`src/rtl/sched_pkg.sv`:
```
package sched_pkg;

    localparam int WORD_W = 32;

    typedef logic [WORD_W-1:0] word_t;

    function automatic word_t rotr(input word_t x, input int unsigned n);
        return (x >> n) | (x << (WORD_W - n));
    endfunction

    // lower-case sigma 0 of the schedule recurrence
    function automatic word_t small_s0(input word_t x);
        return rotr(x, 7) ^ rotr(x, 18) ^ (x >> 3);
    endfunction

    // lower-case sigma 1 of the schedule recurrence
    function automatic word_t small_s1(input word_t x);
        return rotr(x, 17) ^ rotr(x, 19) ^ (x >> 10);
    endfunction

endpackage

```
`src/rtl/sched_ring.sv`:
```
module sched_ring
    import sched_pkg::*;
#(
    parameter int SLOTS  = 16,
    parameter int NRD    = 4,
    localparam int SLOT_W = $clog2(SLOTS),
    localparam int BLK_W  = SLOTS * WORD_W
) (
    input  logic              clk,
    input  logic              rst_n,
    input  logic              load_i,
    input  logic [BLK_W-1:0]  block_i,
    input  logic              wr_en_i,
    input  logic [SLOT_W-1:0] wr_addr_i,
    input  word_t             wr_data_i,
    input  logic [SLOT_W-1:0] rd_addr_i [NRD],
    output word_t             rd_data_o [NRD]
);

    word_t slots_d [SLOTS];
    word_t slots_q [SLOTS];

    always_comb begin
        for (int i = 0; i < SLOTS; i++) begin
            slots_d[i] = slots_q[i];
        end
        if (load_i) begin
            // big-endian split: slot 0 takes the most significant word
            for (int i = 0; i < SLOTS; i++) begin
                slots_d[i] = block_i[BLK_W-1-i*WORD_W -: WORD_W];
            end
        end else if (wr_en_i) begin
            slots_d[wr_addr_i] = wr_data_i;
        end
    end

    always_ff @(posedge clk or negedge rst_n) begin
        if (!rst_n) begin
            for (int i = 0; i < SLOTS; i++) begin
                slots_q[i] <= '0;
            end
        end else begin
            for (int i = 0; i < SLOTS; i++) begin
                slots_q[i] <= slots_d[i];
            end
        end
    end

    for (genvar g = 0; g < NRD; g++) begin : g_rd
        assign rd_data_o[g] = slots_q[rd_addr_i[g]];
    end

endmodule

```
`src/rtl/sched_mix.sv`:
```
module sched_mix
    import sched_pkg::*;
(
    input  word_t w_m2_i,
    input  word_t w_m7_i,
    input  word_t w_m15_i,
    input  word_t w_m16_i,
    output word_t w_new_o
);

    always_comb begin
        w_new_o = small_s1(w_m2_i) + w_m7_i + small_s0(w_m15_i) + w_m16_i;
    end

endmodule

```
`src/rtl/sched_ctrl.sv`:
```
module sched_ctrl #(
    parameter int ROUNDS = 64,
    localparam int IDX_W = $clog2(ROUNDS)
) (
    input  logic             clk,
    input  logic             rst_n,
    input  logic             load_i,
    input  logic             adv_i,
    output logic [IDX_W-1:0] idx_o,
    output logic             issue_o,
    output logic             done_o
);

    typedef struct packed {
        logic [IDX_W-1:0] idx;
        logic             active;
        logic             done;
    } ctrl_t;

    ctrl_t st_d, st_q;

    always_comb begin
        st_d    = st_q;
        issue_o = 1'b0;
        if (load_i) begin
            st_d.idx    = '0;
            st_d.active = 1'b1;
            st_d.done   = 1'b0;
        end else if (adv_i && st_q.active) begin
            issue_o = 1'b1;
            if (st_q.idx == IDX_W'(ROUNDS - 1)) begin
                st_d.active = 1'b0;
                st_d.done   = 1'b1;
            end else begin
                st_d.idx = st_q.idx + 1'b1;
            end
        end
    end

    always_ff @(posedge clk or negedge rst_n) begin
        if (!rst_n) begin
            st_q <= '0;
        end else begin
            st_q <= st_d;
        end
    end

    assign idx_o  = st_q.idx;
    assign done_o = st_q.done;

endmodule

```
`src/rtl/sha256_sched_gen.sv`:
```
module sha256_sched_gen
    import sched_pkg::*;
#(
    parameter int BLK_WORDS = 16,
    parameter int ROUNDS    = 64,
    localparam int IDX_W    = $clog2(ROUNDS),
    localparam int SLOT_W   = $clog2(BLK_WORDS),
    localparam int BLK_W    = BLK_WORDS * WORD_W,
    localparam int NTAP     = 4
) (
    input  logic              clk,
    input  logic              rst_n,
    input  logic              load_i,
    input  logic [BLK_W-1:0]  block_i,
    input  logic              adv_i,
    output logic [WORD_W-1:0] word_o,
    output logic [IDX_W-1:0]  idx_o,
    output logic              word_vld_o,
    output logic              done_o
);

    // tap distances back from the current index: t, t-2, t-7, t-15
    localparam int TAP_OFF [NTAP] = '{0, 2, 7, 15};

    typedef struct packed {
        word_t            word;
        logic [IDX_W-1:0] idx;
        logic             vld;
    } out_t;

    logic [IDX_W-1:0]  cur_idx;
    logic              issue;
    logic              done_st;
    logic [SLOT_W-1:0] slot;
    logic [SLOT_W-1:0] rd_addr [NTAP];
    word_t             rd_data [NTAP];
    word_t             w_new;
    word_t             w_pick;
    logic              expand;
    out_t              out_d, out_q;

    sched_ctrl #(.ROUNDS(ROUNDS)) u_ctrl (
        .clk     (clk),
        .rst_n   (rst_n),
        .load_i  (load_i),
        .adv_i   (adv_i),
        .idx_o   (cur_idx),
        .issue_o (issue),
        .done_o  (done_st)
    );

    assign slot   = cur_idx[SLOT_W-1:0];
    assign expand = (cur_idx >= IDX_W'(BLK_WORDS));

    for (genvar g = 0; g < NTAP; g++) begin : g_tap
        assign rd_addr[g] = slot - SLOT_W'(TAP_OFF[g]);
    end

    sched_ring #(.SLOTS(BLK_WORDS), .NRD(NTAP)) u_ring (
        .clk       (clk),
        .rst_n     (rst_n),
        .load_i    (load_i),
        .block_i   (block_i),
        .wr_en_i   (issue && expand),
        .wr_addr_i (slot),
        .wr_data_i (w_new),
        .rd_addr_i (rd_addr),
        .rd_data_o (rd_data)
    );

    sched_mix u_mix (
        .w_m2_i  (rd_data[1]),
        .w_m7_i  (rd_data[2]),
        .w_m15_i (rd_data[3]),
        .w_m16_i (rd_data[0]),
        .w_new_o (w_new)
    );

    assign w_pick = expand ? w_new : rd_data[0];

    always_comb begin
        out_d     = out_q;
        out_d.vld = 1'b0;
        if (issue) begin
            out_d.word = w_pick;
            out_d.idx  = cur_idx;
            out_d.vld  = 1'b1;
        end
    end

    always_ff @(posedge clk or negedge rst_n) begin
        if (!rst_n) begin
            out_q <= '0;
        end else begin
            out_q <= out_d;
        end
    end

    assign word_o     = out_q.word;
    assign idx_o      = out_q.idx;
    assign word_vld_o = out_q.vld;
    assign done_o     = done_st;

endmodule

```
`config.mk`:
```
export PLATFORM = sky130hd
export DESIGN_NAME = sha256_sched_gen
export DESIGN_NICKNAME = d
export VERILOG_FILES = /design/src/rtl/sched_pkg.sv /design/src/rtl/sched_ring.sv /design/src/rtl/sched_mix.sv /design/src/rtl/sched_ctrl.sv /design/src/rtl/sha256_sched_gen.sv
export SDC_FILE = /design/constraint.sdc
export NUM_CORES = 2
export LEC_CHECK = 0
export BUFFER_PORTS_ARGS = -buffer_cell sky130_fd_sc_hd__clkbuf_2
export CAP_MARGIN = 20
export CORE_MARGIN = 1
export CORE_UTILIZATION = 50
export DETAILED_ROUTE_END_ITERATION = 7
export HOLD_SLACK_MARGIN = 0.08
export PLACE_DENSITY_LB_ADDON = 0.05
export SLEW_MARGIN = 30
export SYNTH_ARGS = -nofsm -noshare
export SYNTH_HDL_FRONTEND = slang
export SYNTH_SLANG_ARGS = --single-unit
```
`constraint.sdc`:
```
create_clock -name clk -period 10.8 [get_ports clk]
set_input_delay 1.08 -clock clk [delete_from_list [all_inputs] [get_ports clk]]
set_output_delay 1.08 -clock clk [all_outputs]
set_load 0.02 [all_outputs]
```
# Word level (Yosys, flattened, before mapping)
# Index checks and enable logic that the tools add are counted.
[word_totals]
regBits = 559
latch_bits = 0
ram_bits = 0
rom_bits = 0
input_bits = 516
output_inout_bits = 40
elab_cells = 82
mem_count = 0
[op_classes]
add_sub_neg = 7
n_mul = 0
div_mod_pow = 0
order_cmp = 6
eq_ne = 2
n_shift = 0
n_mux = 25
bitwise = 12
reduce_logical = 8
[op_table]
columns = ["operator", "n"]
rows = [
  ["two-way mux 512 bit", 2],
  ["binary-select mux 32 bit (select 4 bit)", 4],
  ["bitwise mux 512 bit", 1],
  ["two-way mux 32 bit", 10],
  ["demux 32 bit (select 4 bit)", 1],
  ["adder 32 bit", 3],
  ["XOR 32 bit", 2],
  ["bitwise OR 13 x 32 -> 32 bit", 1],
  ["bitwise OR 14 x 32 -> 32 bit", 1],
  ["bitwise OR 15 x 32 -> 32 bit", 1],
  ["bitwise OR 25 x 32 -> 32 bit", 1],
  ["XOR 32 x 22 -> 32 bit", 1],
  ["XOR 32 x 29 -> 32 bit", 1],
  [">= comparator 5 bit (second input constant)", 4],
  ["inverter 4 -> 5 bit", 4],
  ["two-way mux 8 bit", 2],
  ["adder 6 x 1 -> 6 bit (second input constant)", 1],
  ["equality test 6 bit (second input constant)", 1],
  [">= comparator 6 x 5 -> 1 bit (second input constant)", 1],
  ["two-way mux 6 bit", 1],
  ["nonzero test 2 bit", 3],
  ["less-than comparator 5 x 1 -> 1 bit (second input constant)", 1],
  ["AND reduction 2 bit", 2],
  ["subtractor 4 x 2 -> 4 bit (second input constant)", 1],
  ["6 further kinds", 10],
]

# Depth between registers and ports, before layout
[logic_depth]
ltp_word = 14
mapped_depth = 32
ltp_nobuf = 23

# By module
# From an unflattened synthesis, not the netlist that was laid out.
[unflattened]
cells_unflattened = 4862
hier_area_um2 = 46631.0
[by_module_without_submodules]
columns = ["mod", "instances", "cells_per_inst", "area_per_inst_um2", "seq_area_each_um2"]
rows = [
  ["sched_ring", 1, 4065, 39718.1, 12812.3],
  ["sched_mix", 1, 541, 4396.7, 0.0],
  ["sha256_sched_gen", 1, 208, 2031.9, 975.9],
  ["sched_ctrl", 1, 48, 484.2, 200.2],
]

# Worst setup path after synthesis
# Ideal clock, no wire load.
[synth_timing]
path_kind = "register to register"
startpoint = "register u_ctrl.st_q (netlist bit u_ctrl.idx_o[0])"
endpoint = "register u_ring.slots_q[445] (netlist bit)"
setup_time_ps = 83
arrival_time_ps = 7579
t_required_ps = 10717
slack_ps = 3138
stages_incl_launch_ff = 32
n_path_buf = 9
period_less_slack_ps = 7662
cell_sequence = "dfrtp_1 -> buf_6 -> buf_6 -> buf_6 -> inv_1 -> ha_1 -> buf_2 -> buf_2 -> buf_2 -> clkbuf_1 -> buf_1 -> mux4_2 -> mux4_2 -> xnor2_1 -> fa_1 -> inv_1 -> fa_1 -> inv_1 -> ha_1 -> inv_1 -> fa_1 -> nor2b_1 -> o31a_1 -> o211ai_1 -> a311oi_1 -> nor3_1 -> o21ai_0 -> a21oi_1 -> xnor2_1 -> clkbuf_1 -> mux2i_1 -> o21ai_0"
[synth_via]
elab_chain_len = 14
elab_cells_between_ends = 41
cone_classes = "add/sub: 6; order compare: 3; mux: 17; bitwise: 12; reduce/logical: 3"
[synth_lines]
columns = ["item", "line_no", "text"]
rows = [
  ["start, declared", "sched_ctrl.sv:20", "ctrl_t st_d, st_q;"],
  ["start signal, assigned", "sched_ctrl.sv:44", "st_q <= st_d;"],
  ["subtractor 4 x 2 -> 4 bit", "sha256_sched_gen.sv:56", "assign rd_addr[g] = slot - SLOT_W'(TAP_OFF[g]);"],
  ["inverter 4 -> 5 bit (not written as such)", "sched_ring.sv:50", "assign rd_data_o[g] = slots_q[rd_addr_i[g]];"],
  ["binary-select mux 32 bit (select 4 bit)", "sched_ring.sv:50", ""],
  ["two-way mux 32 bit (not written as such) (2 in series)", "sched_ring.sv:50", ""],
  ["bitwise OR 15 x 32 -> 32 bit / bitwise OR 13 x 32 -> 32 bit (equally long branches)", "sched_pkg.sv:8", "return (x >> n) | (x << (WORD_W - n));"],
  ["XOR 32 bit", "sched_pkg.sv:18", "return rotr(x, 17) ^ rotr(x, 19) ^ (x >> 10);"],
  ["XOR 32 x 22 -> 32 bit", "sched_pkg.sv:18", ""],
  ["adder 32 bit (3 in series)", "sched_mix.sv:12", "w_new_o = small_s1(w_m2_i) + w_m7_i + small_s0(w_m15_i) + w_m16_i;"],
  ["bitwise mux 512 bit", "sched_ring.sv:33", "slots_d[wr_addr_i] = wr_data_i;"],
  ["two-way mux 512 bit", "sched_ring.sv:32", "end else if (wr_en_i) begin"],
  ["two-way mux 512 bit", "sched_ring.sv:27", "if (load_i) begin"],
  ["end signal, assigned by index", "sched_ring.sv:44", "slots_q[i] <= slots_d[i];"],
  ["end, declared", "sched_ring.sv:21", "word_t slots_q [SLOTS];"],
]
# Several ways; a longest one is shown, not always the timed one. The select of a mux whose other input is x is not followed.
# A chain may end at the register's enable or synchronous reset.

# Worst setup path after layout
[layout_timing]
startpoint = "register u_ctrl.st_q (netlist bit u_ctrl.idx_o[0])"
endpoint = "register out_q (netlist bit word_o[31])"
[layout_via]
elab_chain_len = 12
elab_cells_between_ends = 32
cone_classes = "add/sub: 6; order compare: 1; mux: 13; bitwise: 12"
[layout_lines]
columns = ["item", "line_no", "text"]
rows = [
  ["subtractor 4 x 2 -> 4 bit", "sha256_sched_gen.sv:56", ""],
  ["inverter 4 -> 5 bit (not written as such)", "sched_ring.sv:50", ""],
  ["binary-select mux 32 bit (select 4 bit)", "sched_ring.sv:50", ""],
  ["two-way mux 32 bit (not written as such) (2 in series)", "sched_ring.sv:50", ""],
  ["bitwise OR 15 x 32 -> 32 bit / bitwise OR 13 x 32 -> 32 bit (equally long branches)", "sched_pkg.sv:8", ""],
  ["XOR 32 bit", "sched_pkg.sv:18", ""],
  ["XOR 32 x 22 -> 32 bit", "sched_pkg.sv:18", ""],
  ["adder 32 bit (3 in series)", "sched_mix.sv:12", ""],
  ["two-way mux 32 bit (*)", "sha256_sched_gen.sv:79", "assign w_pick = expand ? w_new : rd_data[0];"],
  ["end signal, assigned", "sha256_sched_gen.sv:95", "out_q <= out_d;"],
  ["end, declared", "sha256_sched_gen.sv:40", "out_t out_d, out_q;"],
]
# Every way passes the cells marked *; elsewhere a longest branch is shown, timed or not. The select of a mux whose other input is x is not followed.

==> out/qor.log <==
qor: layout.multiInputGateArea 26,250 sq um
qor: clocking.post_cts_hold_buffer_count 0
qor: grt.first_global_vias 34,400
qor: min_path.holdCritPathClass in2async
qor: critical_path.worstRegToRegCells 23
qor: drt.drc_errors 0
qor: sta.rsz0062_at_grt false
qor: floorplanning.io_pins 556
qor: critical_path.criticalPathCategory reg2reg
qor: outcome.run_status completed
qor: clocking.tritoncts_clock_tree done
qor: synthesis.synth_cell_type_count 60
qor: grt.groute.layer.met3.usage 17.99%
qor: layout.syn_to_final_growth 14.68%
qor: synthesis.synthesis.area 41,520 sq um
qor: critical_path.crit_end word_o[31]
qor: clocking.cts-resized-gates 0
qor: layout.drive_gt1_share 30.30%
qor: clocking.clock_tree.buffer_depth 3
qor: floorplanning.die_x 290.2 microns
qor: critical_path.crit_fanout 103
qor: sta.setup_tns 0 ps
qor: placement.dp.final_hpwl 133.6 mm
qor: layout.seq_area 14,000 sq um
qor: critical_path.critPathLaunchType register
qor: drt.drt_iter0_drc 5,234
qor: critical_path.worstPathArrival 9150 ps
qor: synthesis.synth.avg_cell_area 10.62 sq um
qor: floorplanning.placeableCoreArea 82,110 sq um
qor: synthesis.mappedNetlistNets 4,525
qor: layout.fillers 7,043
qor: drt.vias_per_cell 6.775
qor: grt.grt_busiest_layer met1
qor: sta.timing_hold_violations_final 0
qor: floorplanning.rows 105
qor: sta.number_of_endpoints_failing_setup_at_the_final_stage 0
qor: clocking.cts_sinks 559
qor: synthesis.synth_flop_cell sky130_fd_sc_hd__dfrtp_1
qor: drt.wl_per_cell 32.92 microns
qor: flow_run.max_cap_viol_count 0
qor: grt.grt_first_pass_wirelength 252.7 mm
qor: synthesis.count_of_mapped_cells_out_of_synthesis 3,910
qor: clocking.cts_root_buffer sky130_fd_sc_hd__clkbuf_16
qor: drt.first_pass_drt_iterations 6
qor: grt.grt_max_degree 224
qor: grt.globalRoute.totalOverflow 0
qor: floorplanning.die_h 290.2 microns
qor: drt.routed_wirelength 177.0 mm
qor: placement.buffers_on_ports 555
qor: critical_path.worstSetupEndpointType register
qor: synthesis.synth-seq-area-share 33.69%
qor: critical_path.worst_r2r_startpoint u_ctrl.idx_o[0]
qor: synthesis.yosys_warnings 0
qor: sta.final.period_utilization 79.98%
qor: sta.finalClockSkew 29.75 ps
qor: synthesis.number_of_flops_mapped_to_enable_cells_by_yosys 0
qor: critical_path.regToRegSetupSlack 2160 ps
qor: grt.met2_usage 55.22%
qor: drt.dr_total_vias 36,420
qor: critical_path.timing.rr.end word_o[31]
qor: grt.grt_antenna_before_repair 10
qor: layout.layout.nets 4,872
qor: synthesis.ys_seq_elements 559
qor: sta.max_freq 115.8 MHz
qor: sta.period_needed 8638 ps
qor: clocking.clk_latency 660 ps
qor: sta.relSlewSlack 20.27%
qor: clocking.cts.repair_timing.setup_buffer_count 0
qor: clocking.tritoncts.num_buffers 69
qor: floorplanning.die-area 84,200 sq um
qor: synthesis.asyncSetResetFlopFracSynth 100.0%
qor: clocking.htree_levels 3
qor: critical_path.launching_instance_or_port_of_the_critical_path u_ctrl.idx_o[0]
qor: floorplanning.start_util 50.57%
qor: grt.global_router_s_overall_resource_usage 42.15%
qor: clocking.path_clk_slew 60 ps
qor: drt.antenna_left 0
qor: grt.grt.met1_usage 62.46%
qor: critical_path.critPathRequiredTime 11,320 ps
qor: placement.finalWeightedCongestion 1.037
qor: sta.worst_slew_pin_slew 1196 ps
qor: sta.final_count_of_pins_violating_max_slew 0
[metal layers]
metal	share of wire (%)	up-vias
li1	-	15080
met1	41	18420
met2	40	2640
met3	16	274
met4	3.3	10
met5	0.15	-
[metrics by stage]
stage	std cells	hold slack (ps)	setup WS [ps]	instance area, sq um	utilization, %
2_1_floorplan	3910	463.5	3138	41520	-
3_3_place_gp	5256	459.9	2439	45190	55.03
3_5_place_dp	5256	469.9	2325	45260	55.12
4_1_cts	5374	421.9	2315	47580	57.95
5_1_grt	5374	433.3	1695	47610	57.99
6_report	5376	382.4	2162	47620	57.99
[Yosys cell counts, types with 4 or more instances]
master | instances | area [sq um]
sky130_fd_sc_hd__buf_6 | 5 | 56.30
sky130_fd_sc_hd__buf_1 | 25 | 93.84
sky130_fd_sc_hd__inv_1 | 34 | 127.6
sky130_fd_sc_hd__nor3_1 | 15 | 75.07
sky130_fd_sc_hd__nor3_2 | 10 | 100.1
sky130_fd_sc_hd__mux4_1 | 13 | 341.6
sky130_fd_sc_hd__and3_1 | 9 | 56.30
sky130_fd_sc_hd__o21ai_1 | 5 | 25.02
sky130_fd_sc_hd__a21oi_1 | 365 | 1827
sky130_fd_sc_hd__ha_1 | 37 | 462.9
sky130_fd_sc_hd__nand2_2 | 6 | 37.54
sky130_fd_sc_hd__a211oi_1 | 4 | 30.03
sky130_fd_sc_hd__nor3b_1 | 16 | 120.1
sky130_fd_sc_hd__o21ai_0 | 486 | 2432
sky130_fd_sc_hd__mux4_2 | 494 | 11130
sky130_fd_sc_hd__clkbuf_1 | 280 | 1051
sky130_fd_sc_hd__a31oi_1 | 21 | 131.4
sky130_fd_sc_hd__nand3_1 | 7 | 35.03
sky130_fd_sc_hd__mux2i_1 | 209 | 2092
sky130_fd_sc_hd__xor2_1 | 28 | 245.2
sky130_fd_sc_hd__a22oi_1 | 4 | 30.03
sky130_fd_sc_hd__dfrtp_1 | 559 | 13990
sky130_fd_sc_hd__o31ai_1 | 26 | 195.2
sky130_fd_sc_hd__nand2_1 | 593 | 2226
sky130_fd_sc_hd__o21a_1 | 4 | 30.03
sky130_fd_sc_hd__buf_2 | 47 | 235.2
sky130_fd_sc_hd__fa_1 | 62 | 1241
sky130_fd_sc_hd__a21o_1 | 18 | 135.1
sky130_fd_sc_hd__xnor2_1 | 123 | 1077
sky130_fd_sc_hd__nor2b_1 | 36 | 225.2
sky130_fd_sc_hd__o21bai_1 | 4 | 30.03
sky130_fd_sc_hd__o31ai_2 | 10 | 125.1
sky130_fd_sc_hd__nor2_1 | 316 | 1186
[logic make-up (layout without fill, tap and decap cells)]
| kind of cell | after synthesis | count (layout) | synth area share [%] |
|---|---|---|---|
| AO/OA/AOI/OAI | 966 | 966 | 12.43 |
| flip-flops | 559 | 559 | 33.69 |
| AND/OR/NAND/NOR | 1021 | 1021 | 9.983 |
| multiplexers | 718 | 718 | 32.71 |
| other | 0 | 2 | 0 |
| buffers and inverters | 394 | 788 | 3.821 |
| adder cells (fa/ha/maj) | 99 | 99 | 4.104 |
| XOR/XNOR | 153 | 153 | 3.263 |
[critical path, stage by stage (launching register included)]
cell,delay [ps]
sky130_fd_sc_hd__dfrtp_4,770
sky130_fd_sc_hd__buf_4,620
sky130_fd_sc_hd__buf_12,590
sky130_fd_sc_hd__mux4_2,710
sky130_fd_sc_hd__mux4_2,600
sky130_fd_sc_hd__xnor2_1,180
sky130_fd_sc_hd__xnor2_1,270
sky130_fd_sc_hd__fa_1,460
sky130_fd_sc_hd__inv_1,70
sky130_fd_sc_hd__fa_1,410
sky130_fd_sc_hd__inv_1,70
sky130_fd_sc_hd__ha_1,180
sky130_fd_sc_hd__inv_1,70
sky130_fd_sc_hd__fa_1,510
sky130_fd_sc_hd__nor2b_1,200
sky130_fd_sc_hd__o31a_1,260
sky130_fd_sc_hd__o211ai_1,270
sky130_fd_sc_hd__nand4_1,140
sky130_fd_sc_hd__nand2_1,110
sky130_fd_sc_hd__nor3_1,350
sky130_fd_sc_hd__o211ai_1,220
sky130_fd_sc_hd__and3_1,530
sky130_fd_sc_hd__o311ai_0,640
sky130_fd_sc_hd__nand2_1,120
[cells in the final DEF (no fill, tap or decap), types with 16 or more instances in the layout]
cell type / synthesis / layout
sky130_fd_sc_hd__fa_1: 62 / 62
sky130_fd_sc_hd__clkbuf_16: 0 / 70
sky130_fd_sc_hd__dfrtp_1: 559 / 555
sky130_fd_sc_hd__mux2i_1: 209 / 209
sky130_fd_sc_hd__clkbuf_2: 0 / 553
sky130_fd_sc_hd__nor3b_1: 16 / 16
sky130_fd_sc_hd__o21ai_0: 486 / 486
sky130_fd_sc_hd__ha_1: 37 / 36
sky130_fd_sc_hd__buf_4: 3 / 66
sky130_fd_sc_hd__a21oi_1: 365 / 365
sky130_fd_sc_hd__xor2_1: 28 / 22
sky130_fd_sc_hd__nor2_1: 316 / 303
sky130_fd_sc_hd__xnor2_1: 123 / 118
sky130_fd_sc_hd__a31oi_1: 21 / 21
sky130_fd_sc_hd__nor2b_1: 36 / 36
sky130_fd_sc_hd__inv_1: 34 / 34
sky130_fd_sc_hd__a21o_1: 18 / 18
sky130_fd_sc_hd__o31ai_1: 26 / 26
sky130_fd_sc_hd__mux4_2: 494 / 494
sky130_fd_sc_hd__nand2_1: 593 / 592
[registers in the layout (all words and copies together) (netlist names)]
name / count
u_ctrl.done_o: 1
u_ctrl.st_q: 1
word_vld_o: 1
word_o: 32
idx_o: 6
u_ctrl.idx_o: 6
u_ring.slots_q: 512
[area by class of cell]
cell class              instances  area share (%)
inverters                      34          0.2680
clock buffers                  93           4.049
diodes                          2         0.01051
well taps                    1070           2.811
clock inverters                25          0.8382
repair buffers                636           7.491
multi-input cells            2957           55.13
flip-flops and latches        559           29.40
[worst min path at each step]
| stage | endpoint | from | cells after the start |
|---|---|---|---|
| after global routing | word_o[5] | rst_n | 1 |
| after detailed placement | idx_o[2] | idx_o[2] | 2 |
| after CTS | word_o[5] | rst_n | 1 |
| final | word_o[5] | rst_n | 1 |
| after floorplan | u_ctrl.st_q[1] | u_ctrl.st_q[1] | 1 |
| after global placement | word_o[12] | word_o[12] | 2 |
Power is left out: the tool's default activity adds up to more than one toggle a clock period on the data nets, which glitch-free logic cannot reach.
